===== config.mk =====
export PLATFORM = sky130hd
export DESIGN_NAME = via_timers
export DESIGN_NICKNAME = d
export VERILOG_FILES = /design/src/rtl/via_tmr_pkg.sv /design/src/rtl/vt_countdown.sv /design/src/rtl/vt_irq_ctrl.sv /design/src/rtl/via_timers.sv
export SDC_FILE = /design/constraint.sdc
export NUM_CORES = 1
export LEC_CHECK = 0
export BUFFER_PORTS_ARGS = -buffer_cell sky130_fd_sc_hd__buf_2
export CAP_MARGIN = 20
export CELL_PAD_IN_SITES_DETAIL_PLACEMENT = 1
export CELL_PAD_IN_SITES_GLOBAL_PLACEMENT = 1
export CORE_UTILIZATION = 46
export DETAILED_ROUTE_END_ITERATION = 12
export GPL_ROUTABILITY_DRIVEN = 0
export GPL_TIMING_DRIVEN = 0
export PLACE_DENSITY_LB_ADDON = 0.1
export SYNTH_ARGS = -nofsm -noshare
export SYNTH_HDL_FRONTEND = slang
export SYNTH_SLANG_ARGS = --single-unit

===== constraint.sdc =====
create_clock -name clk -period 2.47 [get_ports clk]
set_clock_uncertainty 0.15 [all_clocks]
set_input_delay 0 -clock clk [delete_from_list [all_inputs] [get_ports clk]]
set_output_delay 0 -clock clk [all_outputs]
set_load 0.05 [all_outputs]

===== src/rtl/via_tmr_pkg.sv =====
package via_tmr_pkg;

    localparam int CNT_W   = 16;
    localparam int BYTE_W  = 8;
    localparam int ADDR_W  = 4;
    localparam int FLAG_W  = 7;

    localparam int IRQ_SR  = 2;
    localparam int IRQ_T2  = 5;
    localparam int IRQ_T1  = 6;
    localparam int ACR_T1_CONT = 6;

    localparam logic [FLAG_W-1:0] IRQ_SRC_MASK =
        FLAG_W'((1 << IRQ_T1) | (1 << IRQ_T2) | (1 << IRQ_SR));

    typedef enum logic [ADDR_W-1:0] {
        A_T1_CLO = 4'd0,
        A_T1_CHI = 4'd1,
        A_T1_LLO = 4'd2,
        A_T1_LHI = 4'd3,
        A_T2_LO  = 4'd4,
        A_T2_HI  = 4'd5,
        A_ACR    = 4'd6,
        A_IFR    = 4'd7,
        A_IER    = 4'd8
    } reg_addr_e;

    typedef struct packed {
        logic lat_lo_we;
        logic lat_hi_we;
        logic load;
    } tmr_ctl_t;

    function automatic logic [FLAG_W-1:0] ier_next(
        input logic [FLAG_W-1:0] cur,
        input logic [BYTE_W-1:0] wd
    );
        if (wd[BYTE_W-1])
            return cur | wd[FLAG_W-1:0];
        else
            return cur & ~wd[FLAG_W-1:0];
    endfunction

endpackage


===== src/rtl/vt_countdown.sv =====
module vt_countdown
    import via_tmr_pkg::*;
#(
    parameter int W          = CNT_W,
    parameter bit HAS_RELOAD = 1'b1
) (
    input  logic              clk,
    input  logic              rst,
    input  logic              tick,
    input  tmr_ctl_t          ctl,
    input  logic [BYTE_W-1:0] wdata,
    input  logic              cont,
    output logic [W-1:0]      count,
    output logic [W-1:0]      latch,
    output logic              expire
);

    logic armed;
    logic at_zero;
    logic reload_go;

    assign at_zero   = (count == '0);
    assign reload_go = HAS_RELOAD & cont;
    assign expire    = armed && tick && at_zero && !ctl.load;

    always_ff @(posedge clk) begin
        if (rst) begin
            count <= '1;
            latch <= '1;
            armed <= 1'b0;
        end else begin
            if (ctl.lat_lo_we)
                latch[BYTE_W-1:0] <= wdata;
            if (ctl.lat_hi_we || ctl.load)
                latch[W-1:BYTE_W] <= wdata;
            if (ctl.load) begin
                count <= {wdata, latch[BYTE_W-1:0]};
                armed <= 1'b1;
            end else if (tick) begin
                if (at_zero) begin
                    if (reload_go) begin
                        count <= latch;
                    end else begin
                        count <= '1;
                        armed <= 1'b0;
                    end
                end else begin
                    count <= count - W'(1);
                end
            end
        end
    end

    // high-byte write loads the counter from the completed latch
    a_r3_load_counter: assert property (@(posedge clk) disable iff (rst)
        ctl.load |=> count == {$past(wdata), $past(latch[BYTE_W-1:0])});

    // plain decrement away from zero
    a_r5_decrement: assert property (@(posedge clk) disable iff (rst)
        (tick && !ctl.load && count != '0) |=> count == $past(count) - W'(1));

    // continuous reload takes the latch value
    a_r8_reload: assert property (@(posedge clk) disable iff (rst)
        (tick && at_zero && reload_go && !ctl.load) |=> count == $past(latch));

    // one-shot expiry wraps and disarms
    a_r6_oneshot_wrap: assert property (@(posedge clk) disable iff (rst)
        (expire && !reload_go) |=> (count == '1 && !armed));

    // no tick and no load holds the counter
    a_r5_hold: assert property (@(posedge clk) disable iff (rst)
        (!tick && !ctl.load) |=> $stable(count));

endmodule


===== src/rtl/vt_irq_ctrl.sv =====
module vt_irq_ctrl
    import via_tmr_pkg::*;
(
    input  logic              clk,
    input  logic              rst,
    input  logic [FLAG_W-1:0] set_vec,
    input  logic [FLAG_W-1:0] clr_vec,
    input  logic              ier_we,
    input  logic [BYTE_W-1:0] ier_wdata,
    output logic [FLAG_W-1:0] ifr,
    output logic [FLAG_W-1:0] ier,
    output logic              irq
);

    always_ff @(posedge clk) begin
        if (rst) begin
            ifr <= '0;
            ier <= '0;
        end else begin
            ifr <= ((ifr & ~clr_vec) | set_vec) & IRQ_SRC_MASK;
            if (ier_we)
                ier <= ier_next(ier, ier_wdata);
        end
    end

    assign irq = |(ifr & ier & IRQ_SRC_MASK);

    // an event raised on an edge is pending after it, acknowledge or not
    a_r11_set_wins: assert property (@(posedge clk) disable iff (rst)
        |(set_vec & IRQ_SRC_MASK) |=> ((ifr & $past(set_vec & IRQ_SRC_MASK)) == $past(set_vec & IRQ_SRC_MASK)));

    // acknowledge of T2 without a coincident expiry leaves it clear
    a_r4_t2_ack: assert property (@(posedge clk) disable iff (rst)
        (clr_vec[IRQ_T2] && !set_vec[IRQ_T2]) |=> !ifr[IRQ_T2]);

    // clearing every enable silences the request
    a_r10_all_masked: assert property (@(posedge clk) disable iff (rst)
        (ier_we && !ier_wdata[BYTE_W-1] && (ier_wdata[FLAG_W-1:0] == '1)) |=> !irq);

endmodule


===== src/rtl/via_timers.sv =====
module via_timers
    import via_tmr_pkg::*;
#(
    parameter int CW = CNT_W
) (
    input  logic              clk,
    input  logic              rst,
    input  logic              tick,
    input  logic [ADDR_W-1:0] bus_addr,
    input  logic [BYTE_W-1:0] bus_wdata,
    input  logic              bus_we,
    input  logic              bus_re,
    output logic [BYTE_W-1:0] bus_rdata,
    input  logic              sr_flag_set,
    output logic              irq
);

    reg_addr_e         sel;
    tmr_ctl_t          t1_ctl, t2_ctl;
    logic [CW-1:0]     t1_cnt, t1_lat, t2_cnt, t2_lat;
    logic              t1_exp, t2_exp;
    logic [BYTE_W-1:0] acr;
    logic [FLAG_W-1:0] ifr, ier, set_vec, clr_vec;

    assign sel = reg_addr_e'(bus_addr);

    always_comb begin
        t1_ctl.lat_lo_we = bus_we && (sel == A_T1_CLO || sel == A_T1_LLO);
        t1_ctl.lat_hi_we = bus_we && (sel == A_T1_LHI);
        t1_ctl.load      = bus_we && (sel == A_T1_CHI);
        t2_ctl.lat_lo_we = bus_we && (sel == A_T2_LO);
        t2_ctl.lat_hi_we = 1'b0;
        t2_ctl.load      = bus_we && (sel == A_T2_HI);
    end

    vt_countdown #(.W(CW), .HAS_RELOAD(1'b1)) u_t1 (
        .clk(clk), .rst(rst), .tick(tick), .ctl(t1_ctl), .wdata(bus_wdata),
        .cont(acr[ACR_T1_CONT]), .count(t1_cnt), .latch(t1_lat), .expire(t1_exp)
    );

    vt_countdown #(.W(CW), .HAS_RELOAD(1'b0)) u_t2 (
        .clk(clk), .rst(rst), .tick(tick), .ctl(t2_ctl), .wdata(bus_wdata),
        .cont(1'b0), .count(t2_cnt), .latch(t2_lat), .expire(t2_exp)
    );

    always_ff @(posedge clk) begin
        if (rst)
            acr <= '0;
        else if (bus_we && sel == A_ACR)
            acr <= bus_wdata;
    end

    always_comb begin
        set_vec         = '0;
        set_vec[IRQ_SR] = sr_flag_set;
        set_vec[IRQ_T1] = t1_exp;
        set_vec[IRQ_T2] = t2_exp;
        clr_vec         = (bus_we && sel == A_IFR) ? bus_wdata[FLAG_W-1:0] : '0;
        clr_vec[IRQ_T1] = clr_vec[IRQ_T1] | t1_ctl.load | (bus_re && sel == A_T1_CLO);
        clr_vec[IRQ_T2] = clr_vec[IRQ_T2] | t2_ctl.load | (bus_re && sel == A_T2_LO);
    end

    vt_irq_ctrl u_irq (
        .clk(clk), .rst(rst), .set_vec(set_vec), .clr_vec(clr_vec),
        .ier_we(bus_we && sel == A_IER), .ier_wdata(bus_wdata),
        .ifr(ifr), .ier(ier), .irq(irq)
    );

    always_comb begin
        case (sel)
            A_T1_CLO: bus_rdata = t1_cnt[BYTE_W-1:0];
            A_T1_CHI: bus_rdata = t1_cnt[CW-1:BYTE_W];
            A_T1_LLO: bus_rdata = t1_lat[BYTE_W-1:0];
            A_T1_LHI: bus_rdata = t1_lat[CW-1:BYTE_W];
            A_T2_LO:  bus_rdata = t2_cnt[BYTE_W-1:0];
            A_T2_HI:  bus_rdata = t2_cnt[CW-1:BYTE_W];
            A_ACR:    bus_rdata = acr;
            A_IFR:    bus_rdata = {irq, ifr};
            A_IER:    bus_rdata = {1'b1, ier};
            default:  bus_rdata = '0;
        endcase
    end

    // low-byte write stages the T2 latch only and leaves the flag
    a_r2_t2_stage: assert property (@(posedge clk) disable iff (rst)
        (t2_ctl.lat_lo_we && !bus_re && !t2_exp)
            |=> (t2_lat == {$past(t2_lat[CW-1:BYTE_W]), $past(bus_wdata)}
                 && ifr[IRQ_T2] == $past(ifr[IRQ_T2])));

    // high-byte write leaves the T2 flag clear
    a_r3_t2_flag_clear: assert property (@(posedge clk) disable iff (rst)
        t2_ctl.load |=> !ifr[IRQ_T2]);

    // a T2 expiry shows as a pending flag on the next cycle
    a_r6_t2_flag_set: assert property (@(posedge clk) disable iff (rst)
        t2_exp |=> ifr[IRQ_T2]);

    // state right after reset
    a_r1_reset_state: assert property (@(posedge clk)
        $past(rst) |-> (t1_cnt == '1 && t1_lat == '1 && t2_lat == '1 && !irq));

endmodule


* Word level (Yosys, flattened, before mapping)
Cells that the tools add are included.
** Cells by class
- Add/sub/neg operators :: 2
- Bitwise logic cells :: 11
- Reductions and logical operators :: 30
- Equality and inequality tests :: 9
- Multiplexer cells :: 17
** Operators with widths (count)
- two-way mux 16 bit :: 7
- one-hot mux 8 bit (9 select lines) :: 1
- logical NOT 16 bit :: 2
- subtractor 16 x 1 -> 16 bit, second input constant :: 2
- bitwise AND 7 bit :: 3
- == test 4 x 3 -> 1 bit, second input constant :: 4
- logical AND 1 bit :: 16
- two-way mux 7 bit :: 2
- NOT 7 bit :: 2
- bitwise OR 7 bit :: 2
- == test 4 x 2 -> 1 bit, second input constant :: 2
- nonzero test 2 bit :: 4
- two-way mux 1 bit :: 7
- == test 4 x 1 -> 1 bit, second input constant :: 1
- == test 4 bit, second input constant :: 1
- logical NOT 4 bit :: 1
- bitwise OR 1 bit :: 4
- AND reduction 3 bit :: 1
- OR reduction 3 bit :: 1
- logical NOT 1 bit :: 2
- logical OR 1 bit :: 2
- inequality test 2 bit, second input constant :: 1
- AND reduction 2 bit :: 1
** Word-level totals
- Word-level logic and storage cells :: 80
- Input bits :: 18
- Register bits after elaboration :: 80

* Logic depth before layout (Yosys ltp)
Gate-level depths: netlist (run 1).
- Depth in word-level cells :: 8
- Gate-level depth with buffers :: 8
- Gate-level depth less buffers :: 7

* Cells and area by module
A second synthesis (run 1) with hierarchy kept.
** Second synthesis, totals
- Cell total of the unflattened synthesis :: 600
- Area, all modules :: 5117.4 µm²
** By module, submodules not included
- vt_countdown (u_t1) :: instances 1, area each 1891.8 µm², seq. area each 660.6 µm², cells each 225
- vt_countdown (u_t2) :: instances 1, area each 1700.4 µm², seq. area each 660.6 µm², cells each 194
- via_timers :: instances 1, area each 1064.8 µm², seq. area each 160.2 µm², cells each 132
- vt_irq_ctrl :: instances 1, area each 460.4 µm², seq. area each 200.2 µm², cells each 49

* Worst setup path before layout (run 1)
OpenSTA, ideal clock, no wires.
- Path kind :: input port to output port
- Start :: input port bus_addr[0]
- End :: output port bus_rdata[4]
- Path slack :: 352 ps
- Data required time :: 2320 ps
- Arrival :: 1968 ps
- Stages :: 7
- Path buffers :: 2
- Path through :: clkbuf_1 > and2_0 > clkbuf_1 > a22oi_1 > nor2_1 > a21oi_1 > o21ai_0
** On the way
- Word-level cells in the longest chain between the ends :: 2
** RTL lines
- start, declared :: line via_timers.sv:9 : input logic [ADDR_W-1:0] bus_addr,
- == test 4 bit (tied with other cells) :: line via_timers.sv:70 : case (sel)
- one-hot mux 8 bit (9 select lines) * :: line via_timers.sv:70
- end, declared :: line via_timers.sv:13 : output logic [BYTE_W-1:0] bus_rdata,
Every way passes the cells marked *; elsewhere a longest branch is shown, timed or not.

* Worst setup path after layout (run 1)
- Start :: register u_t1.count[0]
- End :: register u_t1.count[4]
** On the way
- Word-level cells in the longest chain between the ends :: 4
** RTL lines
- start, declared :: line vt_countdown.sv:13 : output logic [W-1:0] count,
- start signal, assigned :: line vt_countdown.sv:37 : count <= {wdata, latch[BYTE_W-1:0]};
- start signal, assigned :: line vt_countdown.sv:42 : count <= latch;
- start signal, assigned :: line vt_countdown.sv:48 : count <= count - W'(1);
- subtractor 16 x 1 -> 16 bit / logical NOT 16 bit (equally long branches) :: line vt_countdown.sv:48, vt_countdown.sv:22
- two-way mux 16 bit * :: line vt_countdown.sv:40 : if (at_zero) begin
- two-way mux 16 bit * :: line vt_countdown.sv:39 : end else if (tick) begin
- two-way mux 16 bit * :: line vt_countdown.sv:36 : if (ctl.load) begin
Every way passes the cells marked *; elsewhere a longest branch is shown, timed or not. The select of a mux whose other input is x is not followed.
A chain may end at the register's enable or synchronous reset.

==> flow_results.org, run 1 <==
** Power
- Power share of the combinational group :: 0.164
- Switching part of the total power :: 0.332
- Switching Power :: about 890 uW
- The share of total power dissipated in the clock network is 0.342.
- The share of total power dissipated in sequential elements is 0.494.
- VDD IR-drop max :: 0.366 mV
- Final total power :: 2690 uW
- Internal power consumption :: around 1800 uW
- In this run the static leakage power is 0.00198 uW.
- In this run the power density over the cells is roughly 500 nW/um2.

** Floorplanning
- The floorplan step set the die height to 102 um.
- Number of primary I/O pins :: 27
- Width of the die :: 102 um
- Starting utilization of the core area :: 0.473
- The initialized floorplan defines 36 standard-cell rows.
- Core outline area :: around 9700 um2
- Area enclosed by the die boundary :: 10400 um2

** Global route
- Global-route wire length before repair :: 26.4 mm
- Via count of the first global-routing pass :: 4548
- Maximum number of pins on one net before global-route repair :: 16
- Remaining global-route overflow :: 0
- Grt met1 use :: 0.482
- The initial antenna violation count was 0.
- Top Usage Layer GRT :: met2
- For this run, the total global-route usage over all layers was measured as 0.348.
- For this run, global-route usage on met3 was measured as 0.0663.
- For this run, global-route usage on met2 was measured as 0.544.

** Yosys
- The share of synthesized area in the top cell type comes to 0.330.
- Yosys mapped a number of flops with a built-in enable equal to 0.
- Biggest area consumer among synthesized cells :: sky130_fd_sc_hd__dfxtp_1
- By instance count, the leading cell after synthesis is sky130_fd_sc_hd__dfxtp_1.
- By count the netlist is led by sky130_fd_sc_hd__dfxtp_1 (76), sky130_fd_sc_hd__nand2_1 (66), sky130_fd_sc_hd__nor2_1 (49).
- Cell Area, Synth :: ~4600 um2
- Sorting the synthesized cells by area gives the leading types as sky130_fd_sc_hd__dfxtp_1 (33%), sky130_fd_sc_hd__nand2_1 (5.4%), sky130_fd_sc_hd__a21oi_1 (5.0%).
- FFs w/ async S/R, synth :: 0
- For this run, the leading register cell type out of synthesis is sky130_fd_sc_hd__dfxtp_1.
- During synthesis, Yosys emitted a total of 0 warnings.
- A synthesized cell averages 7.97 um2.
- Synthesis produced 578 cells.
- Total of flip-flops plus latches after synthesis :: 76
- Post-synthesis cell type count :: 73
- Nets in the synthesized netlist :: 600
- Sequential area share after synthesis :: 0.330

** Hold path
- HP Class :: in2reg
- The worst hold path was traced through 3 stages.
- The startpoint identified for the worst hold timing path is bus_wdata[2].
- End point of the most critical hold path :: u_t1.latch[2]

** Status
- Outcome :: completed

** Final layout
- Utilization after layout :: 0.536
- N_diodes :: 0
- The net count of the finished layout is ~650.
- The finished cells cover 5220 um2.
- Of the cells placed in the final design, the portion with a size suffix greater than 1 is 0.121.
- The area growth from synthesis to layout is 13.3%.
- Non-filler instance count after layout :: 762

** Setup path
- Path type of the worst setup path :: reg2reg
- For flop-to-flop paths, the worst setup slack is 0.1 ns.
- Data on the critical path arrives at its endpoint at approximately 2.5 ns.
- The startpoint identified for the worst register-to-register timing path is u_t1.count[0].
- Measured in cells, the most critical reg-to-reg path has a length of 9.
- Data required time of the critical path :: between 2 and 3 ns
- Setup crit end kind :: flop
- Along the worst path, the maximum fanout reaches 6.
- Critical Path Source Type :: flop
- The endpoint identified for the worst register-to-register timing path is u_t1.count[4].
- Most Frequent Cell on Critical Path :: sky130_fd_sc_hd__buf_4
- On the worst path, the slowest cell contributes a delay of 0.46 ns.
- Slowest stage cell on the critical path :: sky130_fd_sc_hd__dfxtp_1
- Critical path cell sequence :: inv_1 -> ha_1 -> nor4b_4 -> buf_4 -> buf_4 -> and4_1 -> or3_1 -> a21oi_1 -> o21bai_1

** Clock tree
- The tree is rooted in a sky130_fd_sc_hd__clkbuf_8.
- Num CTS Buffers :: 9
- The clock drives 76 sinks.
- Latest clock arrival within the worst-skew pair :: 0.38 ns
- After clock tree synthesis, the clock-pin slew on the worst setup and hold paths is 0.09 ns.
- Number of levels the H-tree was split into :: 3
- Clock Tree Buf Depth :: 2
- Clock tree from TritonCTS :: built

** Drt
- Per-cell via count in the routed design :: 6.39
- Number of iterations in the first detailed-routing pass :: 5
- Number of DRC markers after the initial detailed-route iteration :: 300
- The detail route stage leaves a number of antenna-violating nets equal to 0.
- Post-route DRC violation count :: 0
- Dividing the detail-routed wire length by the instance count gives around 23 um.
- Wire length after detailed routing :: 17.5 mm
- Total number of vias :: 4870

** Place
- The HPWL after detailed placement is 12.9 mm.
- The number of placed instances, taps included, is about 730.
- Area of placed instances :: 4870 um2
- Input and output buffers added on the ports amount to 20.

** Timing
- Final setup violation count :: 0
- In the final timing run, aggregate negative setup slack is 0 ns.
- In this run the tightest slew margin relative to its limit is 0.385.
- Final worst path period need :: 2.37 ns
- Derived from the worst setup path, the maximum achievable clock frequency is approximately 420 MHz.
- Setup repair after global routing missed its margin :: no
- The final number of max-transition violations came to 0.
- Transition at the pin with the smallest max-transition slack :: 0.920 ns
- The number of failing hold endpoints at the final stage is 0.
- Portion of the clock cycle consumed by the worst path in the final layout :: 0.960

** Run
- MaxCap Viol Count :: 0
==> worst max-delay path, delay by kind of cell (launching register included) <==
family / cells / cell delay [ns]
fa+ha+maj: 1 / 0.22
buf+inv: 3 / 0.44
compound gates: 2 / 0.23
simple gates: 3 / 0.76
flops: 1 / 0.46
==> how the worst max path moves through the flow <==
stage / startpoint / to / slack, ns / cells after the start
after floorplan: bus_addr[0] / bus_rdata[4] / 0.35 / 7
after detailed placement: u_t1.count[0] / u_t1.count[8] / -0.22 / 7
after global placement: u_t1.count[0] / u_t1.count[8] / -0.05 / 7
after CTS: u_t1.count[0] / u_t1.count[2] / 0.01 / 8
final: u_t1.count[0] / u_t1.count[4] / 0.1 / 9
after global routing: u_t1.count[0] / u_t1.count[4] / 0.003 / 9
==> routing by layer <==
metal | part of all wire | wire, um
met5 | 0 | 0
met3 | 0.073 | 1270
met1 | 0.44 | 7750
met2 | 0.47 | 8160
met4 | 0.019 | 334
==> sequential cells by signal, indices dropped and copies added (netlist names), named ones only <==
signal / cells
acr: 8
u_irq.ifr: 3
u_t1.armed: 1
u_t1.count: 16
u_t1.latch: 16
u_t2.armed: 1
u_t2.count: 16
u_t2.latch: 8
==> per-stage QoR <==
step                setup slack (ns)  hold slack, ns
CTS                          0.00962          0.0150
detailed placement            -0.222          0.0729
global route                 0.00297          0.0505
finish                        0.0999          0.0316
global placement             -0.0494          0.0606
floorplan                      0.352         -0.0326
==> cells by family (layout without fill, tap and decap cells) <==
family,Yosys count,in the layout,share of synthesized area
AND/OR/NAND/NOR,238,238,0.283
buffers and inverters,58,109,0.0514
flip-flops,76,76,0.330
XOR/XNOR,6,6,0.0114
multiplexers,30,30,0.0761
adder cells (fa/ha/maj),4,4,0.0109
AO/OA/AOI/OAI,166,166,0.237
==> cell usage in the layout (no fill, tap or decap), types with 13 or more instances in the layout <==
master                      n
sky130_fd_sc_hd__nand2_1   66
sky130_fd_sc_hd__mux2i_1   17
sky130_fd_sc_hd__a21oi_1   46
sky130_fd_sc_hd__dfxtp_1   76
sky130_fd_sc_hd__o21ai_0   28
sky130_fd_sc_hd__nand3b_1  19
sky130_fd_sc_hd__clkbuf_1  39
sky130_fd_sc_hd__buf_2     26
sky130_fd_sc_hd__nand3_1   13
sky130_fd_sc_hd__nor3_1    19
sky130_fd_sc_hd__and3_1    13
sky130_fd_sc_hd__nor2_1    48
==> layout make-up <==
class                   instances  area, um2
inverters                      10       37.5
clock inverters                 7       55.1
well taps                     133        166
multi-input cells             444       2870
plain buffers                  48        199
clock buffers                   9        124
fillers                      1231       4510
repair buffers                 35        238
flip-flops and latches         76       1520
==> timing repair <==
item | 4_1_cts | 5_1_grt
resized for setup | 2 | 3
pin swaps | 1 | 0
setup buffers | 2 | 2
hold endpoints to repair | 38 | 0
hold buffers | 10 | 0
setup endpoints to repair | 11 | 5
gates cloned | 0 | 0
==> power groups by stage <==
stage                     Sequential (uW)  Clock (uW)  Combinational [uW]
after floorplan                      1330           0                 288
after global placement               1350           0                 407
after detailed placement             1350           0                 418
after CTS                            1320         935                 431
after global routing                 1330         986                 469
final                                1330         918                 440
No activity file was read; power rests on OpenSTA's default activity.
==> run 2, diff against run 1 <==
--- a/constraint.sdc
+++ b/constraint.sdc
@@ -4,2 +4,2 @@
 set_output_delay 0 -clock clk [all_outputs]
-set_load 0.05 [all_outputs]
+set_load 0.1 [all_outputs]
==> run 2 against run 1 <==
Compared with the run above: count of clock-buffer cells in the layout unchanged; first-iteration DRC count grew 9.0%; via count rose by 2.2%; utilization up 0.19 points; largest cell class unchanged; setup slack gained 0.028 ns; largest power group unchanged; non-clock buffer count is 3 lower; global-route usage increased by 1.0 points; sequential share of layout area is 0.057 points lower.
==> flow_results.org, run 2 (synthesis results as in run 1) <==
** Status
- Outcome :: completed

** Drt
- The overall via count from detail_route is 4975 (+2.2%).
- The number of DRC violations after detailed routing was 0 (unchanged).
- Wire length after detailed routing :: 17.9 mm (+2.2%)
- The violation count after the first detailed-routing iteration is 327 (+9.0%).
- Number of iterations in the first detailed-routing pass :: 4 (-1)
- The vias per cell is 6.55 (+2.6%).
- DRT antenna net count :: 0 (unchanged)
- The routed wirelength normalized by instance count is 23.6 um (+2.6%).

** Clock tree
- Number of levels the H-tree was split into :: 3 (unchanged)
- Root buffer selected by CTS :: sky130_fd_sc_hd__clkbuf_8
- The maximum buffer depth of the clock tree was 2 (unchanged).
- The clock latency at the later pin of the worst-skew pair was 0.38 ns (about the same).
- TritonCTS built the clock tree.
- Num CTS Buffers :: 9 (unchanged)
- The CTS sink count was 76 (unchanged).
- Clock Pin Slew Worst Setup and Hold Paths :: 0.08 ns (about the same)

** Global route
- Via count of the first global-routing pass :: 4802 (+5.6%)
- The pin count of the biggest net entering global routing is 14 (-2).
- Global-route wire length before repair :: 27.4 mm (+4.0%)
- Remaining global-route overflow :: 0 (unchanged)
- The initial antenna violation count is 0 (unchanged).
- Global routing usage summed across all routing layers :: 0.358 (+0.0102)

** Setup path
- The data required time at the worst endpoint was 2.58 ns (about the same).
- Walking the worst path, the cells encountered are buf_4 -> nor4_1 -> nand4_1 -> a31o_2 -> a21oi_1 -> o22ai_1.
- The longest individual stage delay on the worst path is 0.81 ns (+0.35 ns).
- Highest net fanout along the worst path :: 8 (+2)
- Buffers & Inverters on Critical Path :: 1 (-2)
- Path type of the worst setup path :: reg2reg
- Slowest stage cell on the critical path :: sky130_fd_sc_hd__nor4_1
- The worst setup path is launched from a flop.
- Among cell families on the critical path, the largest total delay comes from simple AND/OR/NAND/NOR gates.
- Setup crit end kind :: flop
- The critical path arrival was 2.45 ns (-0.04 ns).

** Timing
- Portion of the clock cycle consumed by the worst path in the final layout :: 0.948 (-0.0114)
- Worst-case setup margin in the final layout :: 0.128 ns (+0.0283 ns)
- Setup repair after global routing left no endpoint under its margin.
- Final worst path period need :: 2.34 ns (-0.0283 ns)
- Final setup violation count :: 0 (unchanged)
- The relative slew slack came to 0.339 (-0.0455).
- Transition at the pin with the smallest max-transition slack :: 0.982 ns (+0.0626 ns)
- The tightest hold margin is 0.0270 ns (-0.00455 ns).
- The final number of max-transition violations is 0 (unchanged).
- The number of failing hold endpoints at the final stage came to 0 (unchanged).
- Achievable Freq :: 427 MHz (+1.2%)

** Final layout
- The final instance area was 5230 um2 (+0.36%).
- The share of cells above drive strength 1 was 0.125 (+0.00377).
- The largest registers in the layout are u_t1.count x16, u_t1.latch x16, u_t2.count x16.
- Non-filler instance count after layout :: 759 (-0.39%)
- Compared with the post-synthesis result, the final layout area differs by 13.7%.
- In the layout the commonest cells are sky130_fd_sc_hd__dfxtp_1 (74), sky130_fd_sc_hd__nand2_1 (65), sky130_fd_sc_hd__nor2_1 (48), sky130_fd_sc_hd__a21oi_1 (46), sky130_fd_sc_hd__clkbuf_1 (39).
- N_diodes :: 0 (unchanged)
- The final layout net count is 643 (-0.46%).
- Most common cell after layout, fill and taps aside :: sky130_fd_sc_hd__dfxtp_1

** Power
- The power density over cell area is 557 nW/um2 (+8.1%).
- VDD IR-drop max :: 0.425 mV (+16%)
- The total power came to 2910 uW (+8.5%).
- The leakage power summed over all cells was 0.00199 uW (+0.77%).

** Place
- Placed cell count :: 731 (unchanged)
- The area of placed instances came to 4880 um2 (+0.13%).
- Post-placement worst setup slack :: -0.186 ns (+0.0359 ns)
- DPL Wire Length :: 12.9 mm (+0.53%)
- The number of buffers added on ports is 20 (unchanged).

** Floorplanning
- The vertical die dimension is 102 um (unchanged).
- Area enclosed by the die boundary :: 10400 um2 (unchanged)
- The die outline width is 102 um (unchanged).
- The total number of placement rows came to 36 (unchanged).
- The core footprint was 9730 um2 (unchanged).
- The top-level port count is 27 (unchanged).
- The starting utilization of the core area came to 0.473 (unchanged).

** Hold path
- In this run the worst hold path is classified as in2reg.

** Run
- MaxCap Viol Count :: 0 (unchanged)
-- run 2: area by class of cell --
| cell class | count | area, um2 |
|---|---|---|
| Multi-Input combinational cell | 444 | 2880 |
| Timing Repair Buffer | 32 | 213 |
| Inverter | 10 | 37.5 |
| Tap cell | 133 | 166 |
| Sequential cell | 76 | 1520 |
| Buffer | 48 | 199 |
| Clock buffer | 9 | 124 |
| Fill cell | 1226 | 4500 |
| Clock inverter | 7 | 91.3 |
-- run 2: power by group --
| group | total [uW] | leakage (uW) | switching [uW] | internal (uW) |
|---|---|---|---|---|
| Clock | 1090 | 0.000109 | 523 | 565 |
| Sequential | 1330 | 0.000620 | 63.7 | 1270 |
| Combinational | 497 | 0.00126 | 344 | 153 |
-- run 2: per-layer routing --
metal | global-route usage | vias up | wire length, um
li1 | - | 2238 | -
met1 | 0.486 | 2467 | 7780
met4 | 0.155 | 0 | 501
met3 | 0.0602 | 45 | 1430
met2 | 0.560 | 225 | 8180
met5 | 0 | - | 0
-- run 2: stage by stage --
stage / utilization / setup TNS [ns]
2_1_floorplan: - / 0
3_3_place_gp: 0.501 / -0.0860
3_5_place_dp: 0.501 / -0.515
4_1_cts: 0.535 / 0
5_1_grt: 0.538 / 0
6_report: 0.538 / 0
-- run 2: final timing paths --
| kind | cells after the start | start | end | slack [ns] |
|---|---|---|---|---|
| worst max-delay path | 6 | u_t1.count[2] | u_t1.count[15] | 0.13 |
| worst min-delay path | 3 | bus_wdata[2] | u_t1.latch[2] | 0.03 |
| worst max register to register | 6 | u_t1.count[2] | u_t1.count[15] | 0.13 |
| worst min register to register | 2 | u_t1.armed | u_t1.armed | 0.33 |
-- run 2: worst reg2reg max path: stages (launching register included) --
cell and delay [ns]:
sky130_fd_sc_hd__dfxtp_1 0.30, sky130_fd_sc_hd__buf_4 0.16, sky130_fd_sc_hd__nor4_1 0.81, sky130_fd_sc_hd__nand4_1 0.30
sky130_fd_sc_hd__a31o_2 0.31, sky130_fd_sc_hd__a21oi_1 0.11, sky130_fd_sc_hd__o22ai_1 0.08
-- run 2: what timing repair did --
action	CTS	global route
pin swaps	0	0
hold endpoints to repair	37	0
buffers inserted	2	1
hold buffers	9	0
resized for setup	2	6
endpoints found under the setup margin	13	14
